**src/rtl/smb_oe_pkg.sv**
```systemverilog
package smb_oe_pkg;
  typedef enum logic [2:0] {
    PH_IDLE,
    PH_ADDR,
    PH_CMD,
    PH_CNT,
    PH_WDAT,
    PH_RDAT
  } phase_t;
endpackage

```
**src/rtl/smb_oe_filt.sv**
```systemverilog
// Synchronizer plus stability filter for one bus line.
module smb_oe_filt #(
  parameter int SYNC = 2,
  parameter int FILT = 3
) (
  input  logic clk,
  input  logic rst_n,
  input  logic din,
  output logic dout
);
  logic [SYNC-1:0] sy;
  logic [FILT-1:0] hist;

  always_ff @(posedge clk or negedge rst_n) begin
    if (!rst_n) begin
      sy   <= '1;
      hist <= '1;
      dout <= 1'b1;
    end else begin
      sy   <= {sy[SYNC-2:0], din};
      hist <= {hist[FILT-2:0], sy[SYNC-1]};
      if (&hist)       dout <= 1'b1;
      else if (~|hist) dout <= 1'b0;
    end
  end
endmodule

```
**src/rtl/smb_oe_cond.sv**
```systemverilog
// Bus condition and edge detector on the cleaned lines.
module smb_oe_cond (
  input  logic clk,
  input  logic rst_n,
  input  logic scl,
  input  logic sda,
  output logic start_p,
  output logic stop_p,
  output logic rise_p,
  output logic fall_p
);
  logic scl_q, sda_q;

  always_ff @(posedge clk or negedge rst_n) begin
    if (!rst_n) begin
      scl_q <= 1'b1;
      sda_q <= 1'b1;
    end else begin
      scl_q <= scl;
      sda_q <= sda;
    end
  end

  assign start_p = scl & scl_q & sda_q & ~sda;
  assign stop_p  = scl & scl_q & ~sda_q & sda;
  assign rise_p  = scl & ~scl_q;
  assign fall_p  = ~scl & scl_q;
endmodule

```
**src/rtl/smb_oe_engine.sv**
```systemverilog
// Byte sequencer and enable register bank.
module smb_oe_engine
  import smb_oe_pkg::*;
#(
  parameter logic [6:0] ADDR = 7'h69,
  parameter int         NREG = 7,
  localparam int        NBIT = NREG * 8,
  localparam int        IW   = $clog2(NREG + 2),
  localparam int        RW   = $clog2(NREG)
) (
  input  logic            clk,
  input  logic            rst_n,
  input  logic            sda,
  input  logic            start_p,
  input  logic            stop_p,
  input  logic            rise_p,
  input  logic            fall_p,
  output logic [NBIT-1:0] en_o,
  output logic            sda_oe,
  output phase_t          phase_o,
  output logic [3:0]      bitcnt_o
);
  localparam logic [IW-1:0] NREG_I = IW'(NREG);

  phase_t                 phase;
  logic [3:0]             bitcnt;
  logic [7:0]             rxsh, txsh;
  logic [IW-1:0]          idx;
  logic                   nak;
  logic [NREG-1:0][7:0]   regf;

  // Index 0 is the count byte, 1..NREG the registers, above that all ones.
  function automatic logic [7:0] pick(input logic [IW-1:0] i,
                                      input logic [NREG-1:0][7:0] rf);
    logic [IW-1:0] j;
    j = i - IW'(1);
    if (i == '0)         pick = 8'(NREG);
    else if (i <= NREG_I) pick = rf[j[RW-1:0]];
    else                 pick = 8'hFF;
  endfunction

  logic [7:0] nxt_byte;
  assign nxt_byte = pick(idx, regf);

  always_ff @(posedge clk or negedge rst_n) begin
    if (!rst_n) begin
      phase  <= PH_IDLE;
      bitcnt <= '0;
      rxsh   <= '0;
      txsh   <= '0;
      idx    <= '0;
      nak    <= 1'b0;
      sda_oe <= 1'b0;
      regf   <= '1;
    end else if (start_p) begin
      phase  <= PH_ADDR;
      bitcnt <= '0;
      sda_oe <= 1'b0;
    end else if (stop_p) begin
      phase  <= PH_IDLE;
      sda_oe <= 1'b0;
    end else if (phase != PH_IDLE) begin
      if (rise_p) begin
        if (bitcnt < 4'd8) begin
          rxsh <= {rxsh[6:0], sda};
          txsh <= {txsh[6:0], 1'b1};
        end else begin
          nak <= sda;
        end
        bitcnt <= bitcnt + 4'd1;
      end else if (fall_p) begin
        if (bitcnt == 4'd8) begin
          // enter acknowledge slot
          if (phase == PH_ADDR)      sda_oe <= (rxsh[7:1] == ADDR);
          else if (phase == PH_RDAT) sda_oe <= 1'b0;
          else                       sda_oe <= 1'b1;
        end else if (bitcnt == 4'd9) begin
          // acknowledge slot closed
          bitcnt <= '0;
          sda_oe <= 1'b0;
          unique case (phase)
            PH_ADDR: begin
              if (rxsh[7:1] != ADDR) begin
                phase <= PH_IDLE;
              end else if (rxsh[0]) begin
                phase  <= PH_RDAT;
                txsh   <= pick('0, regf);
                sda_oe <= ~pick('0, regf)[7];
                idx    <= IW'(1);
              end else begin
                phase <= PH_CMD;
              end
            end
            PH_CMD: phase <= PH_CNT;
            PH_CNT: begin
              phase <= PH_WDAT;
              idx   <= '0;
            end
            PH_WDAT: begin
              if (idx < NREG_I) begin
                regf[idx[RW-1:0]] <= rxsh;
                idx <= idx + IW'(1);
              end
            end
            PH_RDAT: begin
              if (nak) begin
                phase <= PH_IDLE;
              end else begin
                txsh   <= nxt_byte;
                sda_oe <= ~nxt_byte[7];
                if (idx <= NREG_I) idx <= idx + IW'(1);
              end
            end
            default: phase <= PH_IDLE;
          endcase
        end else if (phase == PH_RDAT && bitcnt != 4'd0) begin
          sda_oe <= ~txsh[7];
        end
      end
    end
  end

  assign en_o     = regf;
  assign phase_o  = phase;
  assign bitcnt_o = bitcnt;
endmodule

```
**src/rtl/smb_oe_slave.sv**
```systemverilog
module smb_oe_slave
  import smb_oe_pkg::*;
#(
  parameter logic [6:0] ADDR = 7'h69,
  parameter int         NREG = 7,
  parameter int         SYNC = 2,
  parameter int         FILT = 3,
  localparam int        NBIT = NREG * 8
) (
  input  logic            clk,
  input  logic            rst_n,
  input  logic            scl_i,
  input  logic            sda_i,
  output logic            sda_oe_o,
  input  logic [NBIT-1:0] src_i,
  output logic [NBIT-1:0] en_o,
  output logic [NBIT-1:0] out_o
);
  logic [1:0] raw, clean;
  logic       start_p, stop_p, rise_p, fall_p;
  phase_t     phase;
  logic [3:0] bitcnt;

  assign raw = {sda_i, scl_i};

  for (genvar g = 0; g < 2; g++) begin : g_line
    smb_oe_filt #(.SYNC(SYNC), .FILT(FILT)) filt_i (
      .clk  (clk),
      .rst_n(rst_n),
      .din  (raw[g]),
      .dout (clean[g])
    );
  end

  smb_oe_cond cond_i (
    .clk    (clk),
    .rst_n  (rst_n),
    .scl    (clean[0]),
    .sda    (clean[1]),
    .start_p(start_p),
    .stop_p (stop_p),
    .rise_p (rise_p),
    .fall_p (fall_p)
  );

  smb_oe_engine #(.ADDR(ADDR), .NREG(NREG)) eng_i (
    .clk     (clk),
    .rst_n   (rst_n),
    .sda     (clean[1]),
    .start_p (start_p),
    .stop_p  (stop_p),
    .rise_p  (rise_p),
    .fall_p  (fall_p),
    .en_o    (en_o),
    .sda_oe  (sda_oe_o),
    .phase_o (phase),
    .bitcnt_o(bitcnt)
  );

  assign out_o = src_i & en_o;
endmodule

```
**config.mk**
```make
export PLATFORM = sky130hd
export DESIGN_NAME = smb_oe_slave
export DESIGN_NICKNAME = d
export VERILOG_FILES = /design/src/rtl/smb_oe_pkg.sv /design/src/rtl/smb_oe_filt.sv /design/src/rtl/smb_oe_cond.sv /design/src/rtl/smb_oe_engine.sv /design/src/rtl/smb_oe_slave.sv
export SDC_FILE = /design/constraint.sdc
export NUM_CORES = 1
export LEC_CHECK = 0
export ABC_AREA = 1
export CORE_AREA = 2 2 97 123
export CTS_BUF_LIST = sky130_fd_sc_hd__clkbuf_8 sky130_fd_sc_hd__clkbuf_16
export CTS_CLUSTER_DIAMETER = 50
export CTS_CLUSTER_SIZE = 8
export DETAILED_ROUTE_END_ITERATION = 7
export DIE_AREA = 0 0 99 125
export PLACE_DENSITY = 0.89
export SYNTH_ARGS = -nofsm -noshare
export SYNTH_HDL_FRONTEND = slang
export SYNTH_SLANG_ARGS = --single-unit
```
**constraint.sdc**
```tcl
create_clock -name clk -period 5.9 [get_ports clk]
set_clock_uncertainty 0.2 [all_clocks]
set_input_delay 0.59 -clock clk [delete_from_list [all_inputs] [get_ports clk]]
set_output_delay 0.59 -clock clk [all_outputs]
set_load 0.01 [all_outputs]
```
[Yosys cells after proc, flatten, opt, wreduce, memory -nomap -nowiden]
Cells that the tools add are included.
Word-level totals
  register bits after elaboration: 99
  word-level logic and storage cells: 172
  memory bits (read-only): 0
  output and inout port bits: 113
  RAM bits: 0
  bits in latches: 0
  bits of input ports: 60
  memories kept: 0
Operators by class
  $add $sub $neg: 3
  mux-type cells: 66
  reductions and logical operators: 28
  bitwise operators: 20
  div/mod/pow operators: 0
  $lt $le $gt $ge: 6
  $mul: 0
  shift operators: 0
  eq/ne operators: 27
Operators with widths (count)
  $mux W8: 20
  $and A56 B56 Y56: 1
  $bwmux W56: 1
  $mux W4: 12
  $mux W3: 10
  $bmux W8 S3: 1
  $demux W8 S3: 1
  $reduce_bool A3 Y1: 7
  $mux W1: 17
  $pmux W4 S4: 1
  $pmux W8 S2: 1
  $ne A3 B3 Y1 const B: 5
  $pmux W3 S5: 1
  $reduce_and A5 Y1: 3
  $ne A2 B1 Y1 const B: 7
  $reduce_and A13 Y1: 1
  $not A1 Y1: 12
  $reduce_and A11 Y1: 1
  $reduce_and A9 Y1: 1
  $add A4 B1 Y4 const B: 2
  $eq A4 B4 Y1 const B: 2
  $lt A3 B4 Y1 const B: 2
  $reduce_bool A4 Y1: 2
  $and A1 B1 Y1: 7
  other kinds (23): 32

[Longest topological paths before layout]
Gate-level depths: netlist (run 1).
  word-level depth: 21
  mapped depth: 17
  depth with buffers taken out: 15

[Hierarchy]
From an unflattened synthesis (run 1), not the netlist that was laid out.
Second synthesis, totals
  cell total of the unflattened synthesis: 724
  area total of the unflattened synthesis: 5278.8 sq um
Modules (own cells, without submodules)
  smb_oe_engine: seq. area each 2197.1 sq um, area each 4386.7 sq um, cells each 571, times used 1
  smb_oe_slave: seq. area each 0.0 sq um, area each 420.4 sq um, cells each 112, times used 1
  smb_oe_filt: seq. area each 157.7 sq um, area each 188.9 sq um, cells each 14, times used 2
  smb_oe_cond: seq. area each 52.6 sq um, area each 93.8 sq um, cells each 13, times used 1

[Worst setup path after synthesis (run 1)]
No wires, ideal clock.
  kind: register to register
  start: reg eng_i.idx[0]
  end: reg eng_i.sda_oe
  cell stages (with the launch flop): 18
  data arrival time: 2382 ps
  path slack: 3202 ps
  setup time: 116 ps
  clock period less this slack: 2698 ps
  path buffers: 3
  cell sequence: dfrtp_1 > inv_1 > clkbuf_1 > clkbuf_1 > ha_1 > clkbuf_1 > nor2_1 > nand2_1 > nand2_1 > nand2_1 > nand3_1 > nand2_1 > nand2_1 > nand2_1 > nand2_1 > nand2_1 > nand2_1 > nand2_1
Between the ends
  word-level cells in the longest chain between the ends: 15
Ends and longest elaborated chain
  from (decl): line smb_oe_engine.sv:28  | logic [IW-1:0] idx;
  from (signal assigned): line smb_oe_engine.sv:102  | idx <= idx + IW'(1);
  from (signal assigned): line smb_oe_engine.sv:111  | if (idx <= NREG_I) idx <= idx + IW'(1);
  $sub A3 B1 Y3: line smb_oe_engine.sv:36  | j = i - IW'(1);
  $bmux W8 S3: line smb_oe_engine.sv:38  | else if (i <= NREG_I) pick = rf[j[RW-1:0]];
  $mux W8 (not written as such): line smb_oe_engine.sv:38
  $mux W8: line smb_oe_engine.sv:38
  $mux W8 (*): line smb_oe_engine.sv:37  | if (i == '0) pick = 8'(NREG);
  $not A1 Y1 (*): line smb_oe_engine.sv:110  | sda_oe <= ~nxt_byte[7];
  $mux W1 (*): line smb_oe_engine.sv:106  | if (nak) begin
  $pmux W1 S2 (*): line smb_oe_engine.sv:81  | unique case (phase)
  $mux W1 (*): line smb_oe_engine.sv:77  | end else if (bitcnt == 4'd9) begin
  $mux W1 (*): line smb_oe_engine.sv:72  | if (bitcnt == 4'd8) begin
  $mux W1 (*): line smb_oe_engine.sv:71  | end else if (fall_p) begin
  $mux W1 (*): line smb_oe_engine.sv:63  | if (rise_p) begin
  $mux W1 (*): line smb_oe_engine.sv:62  | end else if (phase != PH_IDLE) begin
  $mux W1 (*): line smb_oe_engine.sv:59  | end else if (stop_p) begin
  $mux W1 (*): line smb_oe_engine.sv:55  | end else if (start_p) begin
  to (signal assigned): line smb_oe_engine.sv:74  | if (phase == PH_ADDR) sda_oe <= (rxsh[7:1] == ADDR);
  to (signal assigned): line smb_oe_engine.sv:88  | sda_oe <= ~pick('0, regf)[7];
  to (signal assigned): line smb_oe_engine.sv:110
  to (decl): line smb_oe_engine.sv:19  | output logic sda_oe,
Every way passes the cells marked *; elsewhere a longest branch is shown, timed or not. The select of a mux whose other input is x is not followed.
A chain may end at the register's enable or synchronous reset.

[Worst setup path after layout (run 1)]
Same ends and word-level chain as after synthesis.

==> results of run 1 <==
==> layout make-up <==
class	count	area share
Inverter	98	0.0510
Clock buffer	11	0.0366
Multi-Input combinational cell	445	0.285
Timing Repair Buffer	175	0.242
Clock inverter	5	0.00624
Tap cell	138	0.0239
Sequential cell	99	0.356
==> how the worst min path moves through the flow <==
stage                                                 from                            endpoint  slack (ps)  depth (start not counted)
after floorplan                                      rst_n       eng_i.bitcnt_o[0]$_DFFE_PN0P_          90                          0
after global placement    g_line[0].filt_i.sy[1]$_DFF_PN1_  g_line[0].filt_i.hist[0]$_DFF_PN1_         150                          0
after detailed placement  g_line[1].filt_i.sy[1]$_DFF_PN1_  g_line[1].filt_i.hist[0]$_DFF_PN1_         150                          0
after CTS                 g_line[1].filt_i.sy[0]$_DFF_PN1_    g_line[1].filt_i.sy[1]$_DFF_PN1_         160                          0
after global routing      g_line[1].filt_i.sy[1]$_DFF_PN1_  g_line[1].filt_i.hist[0]$_DFF_PN1_         160                          0
final                     g_line[1].filt_i.sy[0]$_DFF_PN1_    g_line[1].filt_i.sy[1]$_DFF_PN1_         160                          0
==> worst reg2reg max path: cells and delay by family (launching register included) <==
| kind | cells | cell delay (ps) |
|---|---|---|
| flip-flops | 1 | 360 |
| AND/OR/NAND/NOR | 12 | 1200 |
| adder cells (fa/ha/maj) | 1 | 550 |
| buffers and inverters | 2 | 910 |
==> sequential cells by signal, summed over array words and instances, names as in the netlist, 3 cells and up <==
register	count
g_line.filt_i.sy	4
g_line.filt_i.hist	6
eng_i.phase_o	3
eng_i.txsh	8
eng_i.rxsh	8
eng_i.en_o	56
eng_i.idx	4
eng_i.bitcnt_o	4
==> cell usage in the layout (no fill, tap or decap), types with 3 or more instances in the layout <==
cell                                n
sky130_fd_sc_hd__nand2_1          210
sky130_fd_sc_hd__clkdlybuf4s50_1  171
sky130_fd_sc_hd__inv_1            100
sky130_fd_sc_hd__o21ai_0           99
sky130_fd_sc_hd__dfstp_2           70
sky130_fd_sc_hd__nand3_1           52
sky130_fd_sc_hd__dfrtp_1           29
sky130_fd_sc_hd__nor2_1            26
sky130_fd_sc_hd__a21oi_1           16
sky130_fd_sc_hd__nand4_1           10
sky130_fd_sc_hd__ha_1              10
sky130_fd_sc_hd__clkbuf_16         10
sky130_fd_sc_hd__nor3_1             9
sky130_fd_sc_hd__a22oi_1            4
sky130_fd_sc_hd__buf_4              3
==> cell families (layout without fill, tap and decap cells) <==
family	Yosys count	after routing	share of synthesized area
fa+ha+maj	10	10	0.0247
simple gates	310	310	0.253
flops	99	99	0.506
compound gates	125	125	0.128
buf+inv	116	289	0.0877
==> routing by layer <==
metal | share of wire | wire length [um]
met5 | 0 | 0
met4 | 0.026 | 414
met3 | 0.067 | 1050
met2 | 0.51 | 8010
met1 | 0.39 | 6160
==> power breakdown <==
part / leakage [nW] / internal [mW] / total [mW] / switching (mW)
Combinational: 1.99 / 0.0851 / 0.277 / 0.192
Clock: 0.166 / 0.360 / 0.601 / 0.241
Sequential: 1.12 / 0.737 / 0.777 / 0.0404
==> impl_metrics.prom, run 1 <==
# TYPE chip_impl_metric gauge
chip_impl_metric{name="cts.sink_count",unit=""} 99
chip_impl_info{name="post_synth_most_frequent_cells",value="210 x sky130_fd_sc_hd__nand2_1, 99 x sky130_fd_sc_hd__o21ai_0, 96 x sky130_fd_sc_hd__inv_1"} 1
chip_impl_info{name="critPathTopFamily",value="simple AND/OR/NAND/NOR gates"} 1
chip_impl_metric{name="clk_pin_slew_worst_paths",unit="ps"} 70
chip_impl_metric{name="share_of_final_layout_standard_cells_stronger_than_drive_strength_1",unit=""} 0.103
chip_impl_metric{name="port_buffers",unit=""} 172
chip_impl_metric{name="setup-violations-final",unit=""} 0
chip_impl_metric{name="synth-warning-count",unit=""} 0
chip_impl_metric{name="floorplan.io_pins",unit=""} 173
chip_impl_info{name="timing.rr.end",value="eng_i.sda_oe$_DFFE_PN0P_"} 1
chip_impl_metric{name="timing.final.max_slew_violations",unit=""} 0
chip_impl_metric{name="vdd_ir_drop_max",unit="V"} 0.000160
chip_impl_metric{name="worstPathArrival",unit="ps"} 3360
chip_impl_info{name="timing.critical_path.from_type",value="flip-flop"} 1
chip_impl_metric{name="setup_total_negative_slack",unit="ps"} 0
chip_impl_metric{name="netlist_area",unit="um2"} 5060
chip_impl_metric{name="finalNetCount",unit=""} 898
chip_impl_info{name="critPathKind",value="flip-flop to flip-flop"} 1
chip_impl_metric{name="met1_global_route_usage",unit=""} 0.318
chip_impl_metric{name="max_cap_check_violation_count",unit=""} 0
chip_impl_info{name="synth.largest_area_cell",value="sky130_fd_sc_hd__dfstp_2"} 1
chip_impl_info{name="root_buffer",value="sky130_fd_sc_hd__clkbuf_16"} 1
chip_impl_metric{name="grt_remaining_overflow",unit=""} 0
chip_impl_metric{name="number_of_antenna_violations_at_the_first_check_in_global_routing",unit=""} 0
chip_impl_metric{name="synth_cell_type_count",unit=""} 24
chip_impl_info{name="yosys-top-cells-area",value="sky130_fd_sc_hd__dfstp_2 36%, sky130_fd_sc_hd__nand2_1 16%, sky130_fd_sc_hd__dfrtp_1 14%"} 1
chip_impl_metric{name="relSlewSlack",unit=""} 0.372
chip_impl_metric{name="pre_cts_slack",unit="ps"} 2690
chip_impl_metric{name="synth_seq_area_share",unit=""} 0.506
chip_impl_metric{name="die_width",unit="um"} 99
chip_impl_metric{name="power_per_cell_area",unit="nW/um2"} 229
chip_impl_metric{name="ff2ff_path_depth",unit=""} 15
chip_impl_metric{name="ys_seq_elements",unit=""} 99
chip_impl_metric{name="placedCellCount",unit=""} 954
chip_impl_metric{name="timing.critical_path.fanout_max",unit=""} 32
chip_impl_metric{name="stdcell_count",unit=""} 971
chip_impl_metric{name="critPathBufInv",unit=""} 2
chip_impl_metric{name="finalWorstSetupSlack",unit="ps"} 2580
chip_impl_info{name="hp-class",value="flip-flop to flip-flop"} 1
chip_impl_metric{name="report.final.hold_viol_count",unit=""} 0
chip_impl_metric{name="synthesis.nets",unit=""} 730
chip_impl_metric{name="hpwl",unit="um"} 11400
chip_impl_metric{name="grt.met3_usage",unit=""} 0.0458
chip_impl_metric{name="numCtsBuffers",unit=""} 9
chip_impl_info{name="crit-reg2reg-launch",value="eng_i.idx[0]$_DFFE_PN0P_"} 1
chip_impl_metric{name="worstPathRequired",unit="ps"} 5940
chip_impl_metric{name="gr-usage-all-layers",unit=""} 0.254
chip_impl_metric{name="total_power",unit="mW"} 1.65
chip_impl_info{name="clock_tree_from_tritoncts",value="yes"} 1
chip_impl_info{name="outcome",value="finished, final reports clean"} 1
chip_impl_metric{name="num_vias",unit=""} 5063
chip_impl_metric{name="cts.htree.levels",unit=""} 3
chip_impl_info{name="ordered_list_of_cells_on_the_worst_path",value="buf_4 -> inv_1 -> ha_1 -> nor2_1 -> nand2_1 -> nand2_1 -> nand2_1 -> nand3_1 -> nand2_1 -> nand2_1 -> nand2_1 -> nand2_1 -> nand2_1 -> nand2_1 -> nand2_1"} 1
chip_impl_info{name="setup.worst_path.start",value="eng_i.idx[0]$_DFFE_PN0P_"} 1
chip_impl_metric{name="design.core.area",unit="um2"} 11300
chip_impl_metric{name="initialDrtViolationCount",unit=""} 366
chip_impl_metric{name="ant_nets",unit=""} 0
chip_impl_metric{name="postLayoutCellArea",unit="um2"} 7210
chip_impl_metric{name="remaining_drc_errors",unit=""} 0
chip_impl_metric{name="initial_core_util",unit=""} 0.449
chip_impl_metric{name="grt_start_max_net_pins",unit=""} 80
chip_impl_metric{name="ff2ff_setup_slack",unit="ps"} 2580
chip_impl_metric{name="fmaxAchievable",unit="GHz"} 0.301
chip_impl_metric{name="postCtsHoldBufs",unit=""} 1
chip_impl_metric{name="cts-root-to-sink-buffers",unit=""} 2
chip_impl_metric{name="routabilityCongestion",unit=""} 0.944
chip_impl_info{name="synth.most_common_cell",value="sky130_fd_sc_hd__nand2_1"} 1
chip_impl_metric{name="critical_path_depth",unit=""} 15
chip_impl_metric{name="floorplan_die_area",unit="um2"} 12400
chip_impl_metric{name="synthesis.area_per_instance",unit="um2"} 7.67
chip_impl_info{name="cpMaxStageDelayCell",value="sky130_fd_sc_hd__inv_1"} 1
chip_impl_metric{name="vias_in_the_first_global_route",unit=""} 4928
chip_impl_info{name="timing.critical_path.to",value="eng_i.sda_oe$_DFFE_PN0P_"} 1
chip_impl_info{name="rsz0062_at_grt",value="no"} 1
chip_impl_metric{name="fillers",unit=""} 895
chip_impl_metric{name="multi_input_area",unit="um2"} 2060
chip_impl_info{name="ys_dominant_reg_cell",value="sky130_fd_sc_hd__dfstp_2"} 1
chip_impl_info{name="endpoint_kind",value="flip-flop"} 1
chip_impl_metric{name="worst_pin_slew",unit="ps"} 941
chip_impl_metric{name="worst_path_largest_cell_delay",unit="ps"} 690
chip_impl_metric{name="die_height",unit="um"} 125
chip_impl_metric{name="wl_per_cell",unit="um"} 16.1
chip_impl_metric{name="ys_async_sr_fraction",unit=""} 1.00
chip_impl_metric{name="clk_latency",unit="ps"} 340
chip_impl_metric{name="layout_min_cycle_time",unit="ps"} 3320
chip_impl_metric{name="areaGrowthSynthToFinish",unit="%"} 42.4
chip_impl_metric{name="synth_cells",unit=""} 660
chip_impl_metric{name="final-seq-area",unit="um2"} 2560
chip_impl_metric{name="placed_inst_area",unit="um2"} 6900
chip_impl_metric{name="power.leakage",unit="nW"} 3.28
chip_impl_metric{name="yosysTopAreaCellShare",unit=""} 0.363
chip_impl_metric{name="globalRouteMet2Util",unit=""} 0.429
chip_impl_metric{name="fin_hold_ws",unit="ps"} 155
chip_impl_metric{name="drtPass1Iterations",unit=""} 6
chip_impl_metric{name="finish.utilization",unit=""} 0.639
chip_impl_info{name="global_route.peak_usage_layer",value="met2"} 1
chip_impl_metric{name="n_antenna_cell",unit=""} 0
chip_impl_metric{name="total_of_cells_resized_after_clock_tree_synthesis",unit=""} 0
chip_impl_metric{name="via_per_inst",unit=""} 5.21
chip_impl_metric{name="route.final.wire_length",unit="um"} 15600
chip_impl_metric{name="grt_pass1_wl",unit="um"} 25000
chip_impl_metric{name="cts.repair_timing.setup_buffer_count",unit=""} 0
chip_impl_metric{name="number_of_flops_mapped_to_enable_cells_by_yosys",unit=""} 0
chip_impl_metric{name="rows",unit=""} 44
chip_impl_info{name="path_common_cell",value="sky130_fd_sc_hd__nand2_1"} 1
chip_impl_metric{name="fin_crit_sh",unit=""} 0.562
Note: power is estimated with default switching activity, not from simulation.
==> inputs of run 2 (changes only) <==
--- a/config.mk
+++ b/config.mk
@@ -6,13 +6,13 @@
 export NUM_CORES = 1
 export LEC_CHECK = 0
 export ABC_AREA = 1
-export CORE_AREA = 2 2 97 123
+export CORE_AREA = 2 2 102 128
 export CTS_BUF_LIST = sky130_fd_sc_hd__clkbuf_8 sky130_fd_sc_hd__clkbuf_16
 export CTS_CLUSTER_DIAMETER = 50
 export CTS_CLUSTER_SIZE = 8
 export DETAILED_ROUTE_END_ITERATION = 7
-export DIE_AREA = 0 0 99 125
-export PLACE_DENSITY = 0.89
+export DIE_AREA = 0 0 104 130
+export PLACE_DENSITY = 0.86
 export SYNTH_ARGS = -nofsm -noshare
 export SYNTH_HDL_FRONTEND = slang
 export SYNTH_SLANG_ARGS = --single-unit
==> constraint.sdc (replaced) <==
create_clock -name clk -period 2.7 [get_ports clk]
set_clock_uncertainty 0.2 [all_clocks]
set_input_delay 0.27 -clock clk [delete_from_list [all_inputs] [get_ports clk]]
set_output_delay 0.27 -clock clk [all_outputs]
set_load 0.01 [all_outputs]
==> impl_metrics.prom, run 2 (same netlist as run 1, synthesis figures left out) <==
# TYPE chip_impl_metric gauge
chip_impl_metric{name="route.final.wire_length",unit="um"} 15200
chip_impl_metric{name="finish.utilization",unit=""} 0.590
chip_impl_metric{name="ff2ff_setup_slack",unit="ps"} 250
chip_impl_metric{name="routabilityCongestion",unit=""} 0.908
chip_impl_metric{name="power_per_cell_area",unit="nW/um2"} 481
chip_impl_metric{name="stdcell_count",unit=""} 1015
chip_impl_info{name="path_common_cell",value="sky130_fd_sc_hd__nand2_1"} 1
chip_impl_metric{name="remaining_drc_errors",unit=""} 0
chip_impl_metric{name="relSlewSlack",unit=""} 0.569
chip_impl_metric{name="via_per_inst",unit=""} 5.08
chip_impl_info{name="endpoint_kind",value="flip-flop"} 1
chip_impl_metric{name="wl_per_cell",unit="um"} 15.0
chip_impl_metric{name="finalWorstSetupSlack",unit="ps"} 255
chip_impl_metric{name="clk_pin_slew_worst_paths",unit="ps"} 70
chip_impl_metric{name="ff2ff_path_depth",unit=""} 13
chip_impl_metric{name="clk_latency",unit="ps"} 350
chip_impl_metric{name="drtPass1Iterations",unit=""} 5
chip_impl_info{name="leading_cell_type_in_the_layout_fill_and_taps_excluded",value="sky130_fd_sc_hd__nand2_1"} 1
chip_impl_metric{name="critical_path_depth",unit=""} 13
chip_impl_metric{name="hpwl",unit="um"} 11500
chip_impl_metric{name="worst_pin_slew",unit="ps"} 647
chip_impl_metric{name="initial_core_util",unit=""} 0.407
chip_impl_metric{name="cts.htree.levels",unit=""} 3
chip_impl_metric{name="total_of_cells_resized_after_clock_tree_synthesis",unit=""} 0
chip_impl_metric{name="grt_pass1_wl",unit="um"} 24200
chip_impl_metric{name="num_vias",unit=""} 5158
chip_impl_metric{name="n_antenna_cell",unit=""} 0
chip_impl_metric{name="share_of_final_layout_standard_cells_stronger_than_drive_strength_1",unit=""} 0.123
chip_impl_metric{name="total_power",unit="mW"} 3.53
chip_impl_metric{name="port_buffers",unit=""} 172
chip_impl_metric{name="postLayoutCellArea",unit="um2"} 7340
chip_impl_metric{name="number_of_antenna_violations_at_the_first_check_in_global_routing",unit=""} 0
chip_impl_info{name="timing.critical_path.to",value="eng_i.sda_oe$_DFFE_PN0P_"} 1
chip_impl_info{name="timing.critical_path.from_type",value="flip-flop"} 1
chip_impl_info{name="clock_tree_from_tritoncts",value="yes"} 1
chip_impl_metric{name="initialDrtViolationCount",unit=""} 420
chip_impl_metric{name="fillers",unit=""} 1079
chip_impl_metric{name="setup-violations-final",unit=""} 0
chip_impl_info{name="hp-class",value="input pin to async pin"} 1
chip_impl_metric{name="worstPathArrival",unit="ps"} 2490
chip_impl_metric{name="cts.sink_count",unit=""} 99
chip_impl_metric{name="grt_start_max_net_pins",unit=""} 53
chip_impl_info{name="rsz0062_at_grt",value="no"} 1
chip_impl_metric{name="placed_inst_area",unit="um2"} 7040
chip_impl_metric{name="largest_register_ff_count",unit=""} 56
chip_impl_info{name="cpMaxStageDelayCell",value="sky130_fd_sc_hd__ha_1"} 1
chip_impl_metric{name="fmaxAchievable",unit="GHz"} 0.409
chip_impl_metric{name="design.core.area",unit="um2"} 12400
chip_impl_metric{name="areaGrowthSynthToFinish",unit="%"} 44.9
chip_impl_metric{name="die_height",unit="um"} 130
chip_impl_info{name="root_buffer",value="sky130_fd_sc_hd__clkbuf_16"} 1
chip_impl_metric{name="cts-root-to-sink-buffers",unit=""} 2
chip_impl_info{name="layout.cells.most_common_list",value="210 x sky130_fd_sc_hd__nand2_1, 171 x sky130_fd_sc_hd__clkdlybuf4s50_1, 99 x sky130_fd_sc_hd__o21ai_0"} 1
chip_impl_info{name="timing.rr.end",value="eng_i.sda_oe$_DFFE_PN0P_"} 1
chip_impl_info{name="ordered_list_of_cells_on_the_worst_path",value="inv_1 -> ha_1 -> clkinv_1 -> nand3_1 -> nand3_1 -> nand3_1 -> nand2_1 -> nand2_1 -> nand2_1 -> nand2_1 -> nand2_1 -> nand2_1 -> nand2_1"} 1
chip_impl_metric{name="vias_in_the_first_global_route",unit=""} 4859
chip_impl_metric{name="timing.critical_path.fanout_max",unit=""} 12
chip_impl_metric{name="fin_hold_ws",unit="ps"} 116
chip_impl_metric{name="floorplan_die_area",unit="um2"} 13500
chip_impl_metric{name="pre_cts_slack",unit="ps"} 205
chip_impl_metric{name="worst_path_largest_cell_delay",unit="ps"} 530
chip_impl_metric{name="die_width",unit="um"} 104
chip_impl_info{name="critPathKind",value="flip-flop to flip-flop"} 1
chip_impl_metric{name="setup_total_negative_slack",unit="ps"} 0
chip_impl_metric{name="max_cap_check_violation_count",unit=""} 0
chip_impl_metric{name="rows",unit=""} 46
chip_impl_metric{name="grt_remaining_overflow",unit=""} 0
chip_impl_metric{name="layout_min_cycle_time",unit="ps"} 2450
chip_impl_metric{name="critPathBufInv",unit=""} 2
chip_impl_metric{name="floorplan.io_pins",unit=""} 173
chip_impl_info{name="crit-reg2reg-launch",value="eng_i.idx[1]$_DFFE_PN0P_"} 1
chip_impl_metric{name="numCtsBuffers",unit=""} 9
chip_impl_metric{name="fin_crit_sh",unit=""} 0.906
chip_impl_metric{name="worstPathRequired",unit="ps"} 2740
chip_impl_metric{name="timing.final.max_slew_violations",unit=""} 0
chip_impl_info{name="outcome",value="finished, final reports clean"} 1
chip_impl_info{name="critPathTopFamily",value="simple AND/OR/NAND/NOR gates"} 1
chip_impl_metric{name="power.leakage",unit="nW"} 3.33
chip_impl_metric{name="gr-usage-all-layers",unit=""} 0.226
chip_impl_metric{name="finalNetCount",unit=""} 912
chip_impl_metric{name="placedCellCount",unit=""} 997
chip_impl_metric{name="report.final.hold_viol_count",unit=""} 0
chip_impl_metric{name="vdd_ir_drop_max",unit="V"} 0.000296
chip_impl_info{name="setup.worst_path.start",value="eng_i.idx[1]$_DFFE_PN0P_"} 1
chip_impl_metric{name="ant_nets",unit=""} 0
run 2: cell type report:
type                       instances  area [um2]  area share
sequential                        99        2560       0.350
multi-input combinational        445        2060       0.280
timing repair buffer             189        1860       0.253
inverter                          98         368      0.0501
clock buffer                      11         253      0.0344
tap                              168         210      0.0286
clock inverter                     5        27.5     0.00375
run 2: worst min-delay path by stage:
stage	end	from	slack, ps	cells past startpoint
2_1_floorplan	eng_i.bitcnt_o[0]$_DFFE_PN0P_	rst_n	-230	0
3_3_place_gp	g_line[1].filt_i.hist[0]$_DFF_PN1_	g_line[1].filt_i.sy[1]$_DFF_PN1_	150	0
3_5_place_dp	g_line[1].filt_i.sy[1]$_DFF_PN1_	g_line[1].filt_i.sy[0]$_DFF_PN1_	150	0
4_1_cts	g_line[1].filt_i.sy[0]$_DFF_PN1_	sda_i	120	1
5_1_grt	g_line[1].filt_i.sy[0]$_DFF_PN1_	sda_i	130	1
6_report	eng_i.en_o[53]$_DFFE_PN1P_	rst_n	120	1
run 2: power by group:
part	internal, mW	switching, mW
Sequential	1.61	0.0832
Combinational	0.211	0.410
Clock	0.670	0.549
Total	2.49	1.04
run 2: what timing repair did:
| action | 4_1_cts | 5_1_grt |
|---|---|---|
| endpoints found under the hold margin | 0 | 0 |
| buffers inserted | 0 | 2 |
| setup endpoints to repair | 0 | 1 |
| hold buffers | 0 | 0 |
run 2: routing by layer:
metal,up-vias,GRT usage,share of wire
met3,39,0.0380,0.057
met2,222,0.396,0.51
met4,0,0.115,0.037
li1,2473,-,-
met1,2424,0.271,0.40
met5,-,0,0
run 2: worst reg2reg max path, stage by stage (launching register included):
cell,delay [ps]
sky130_fd_sc_hd__dfrtp_1,420
sky130_fd_sc_hd__inv_1,160
sky130_fd_sc_hd__ha_1,530
sky130_fd_sc_hd__clkinv_1,310
sky130_fd_sc_hd__nand3_1,160
sky130_fd_sc_hd__nand3_1,90
sky130_fd_sc_hd__nand3_1,120
sky130_fd_sc_hd__nand2_1,70
sky130_fd_sc_hd__nand2_1,60
sky130_fd_sc_hd__nand2_1,40
sky130_fd_sc_hd__nand2_1,50
sky130_fd_sc_hd__nand2_1,40
sky130_fd_sc_hd__nand2_1,50
sky130_fd_sc_hd__nand2_1,50
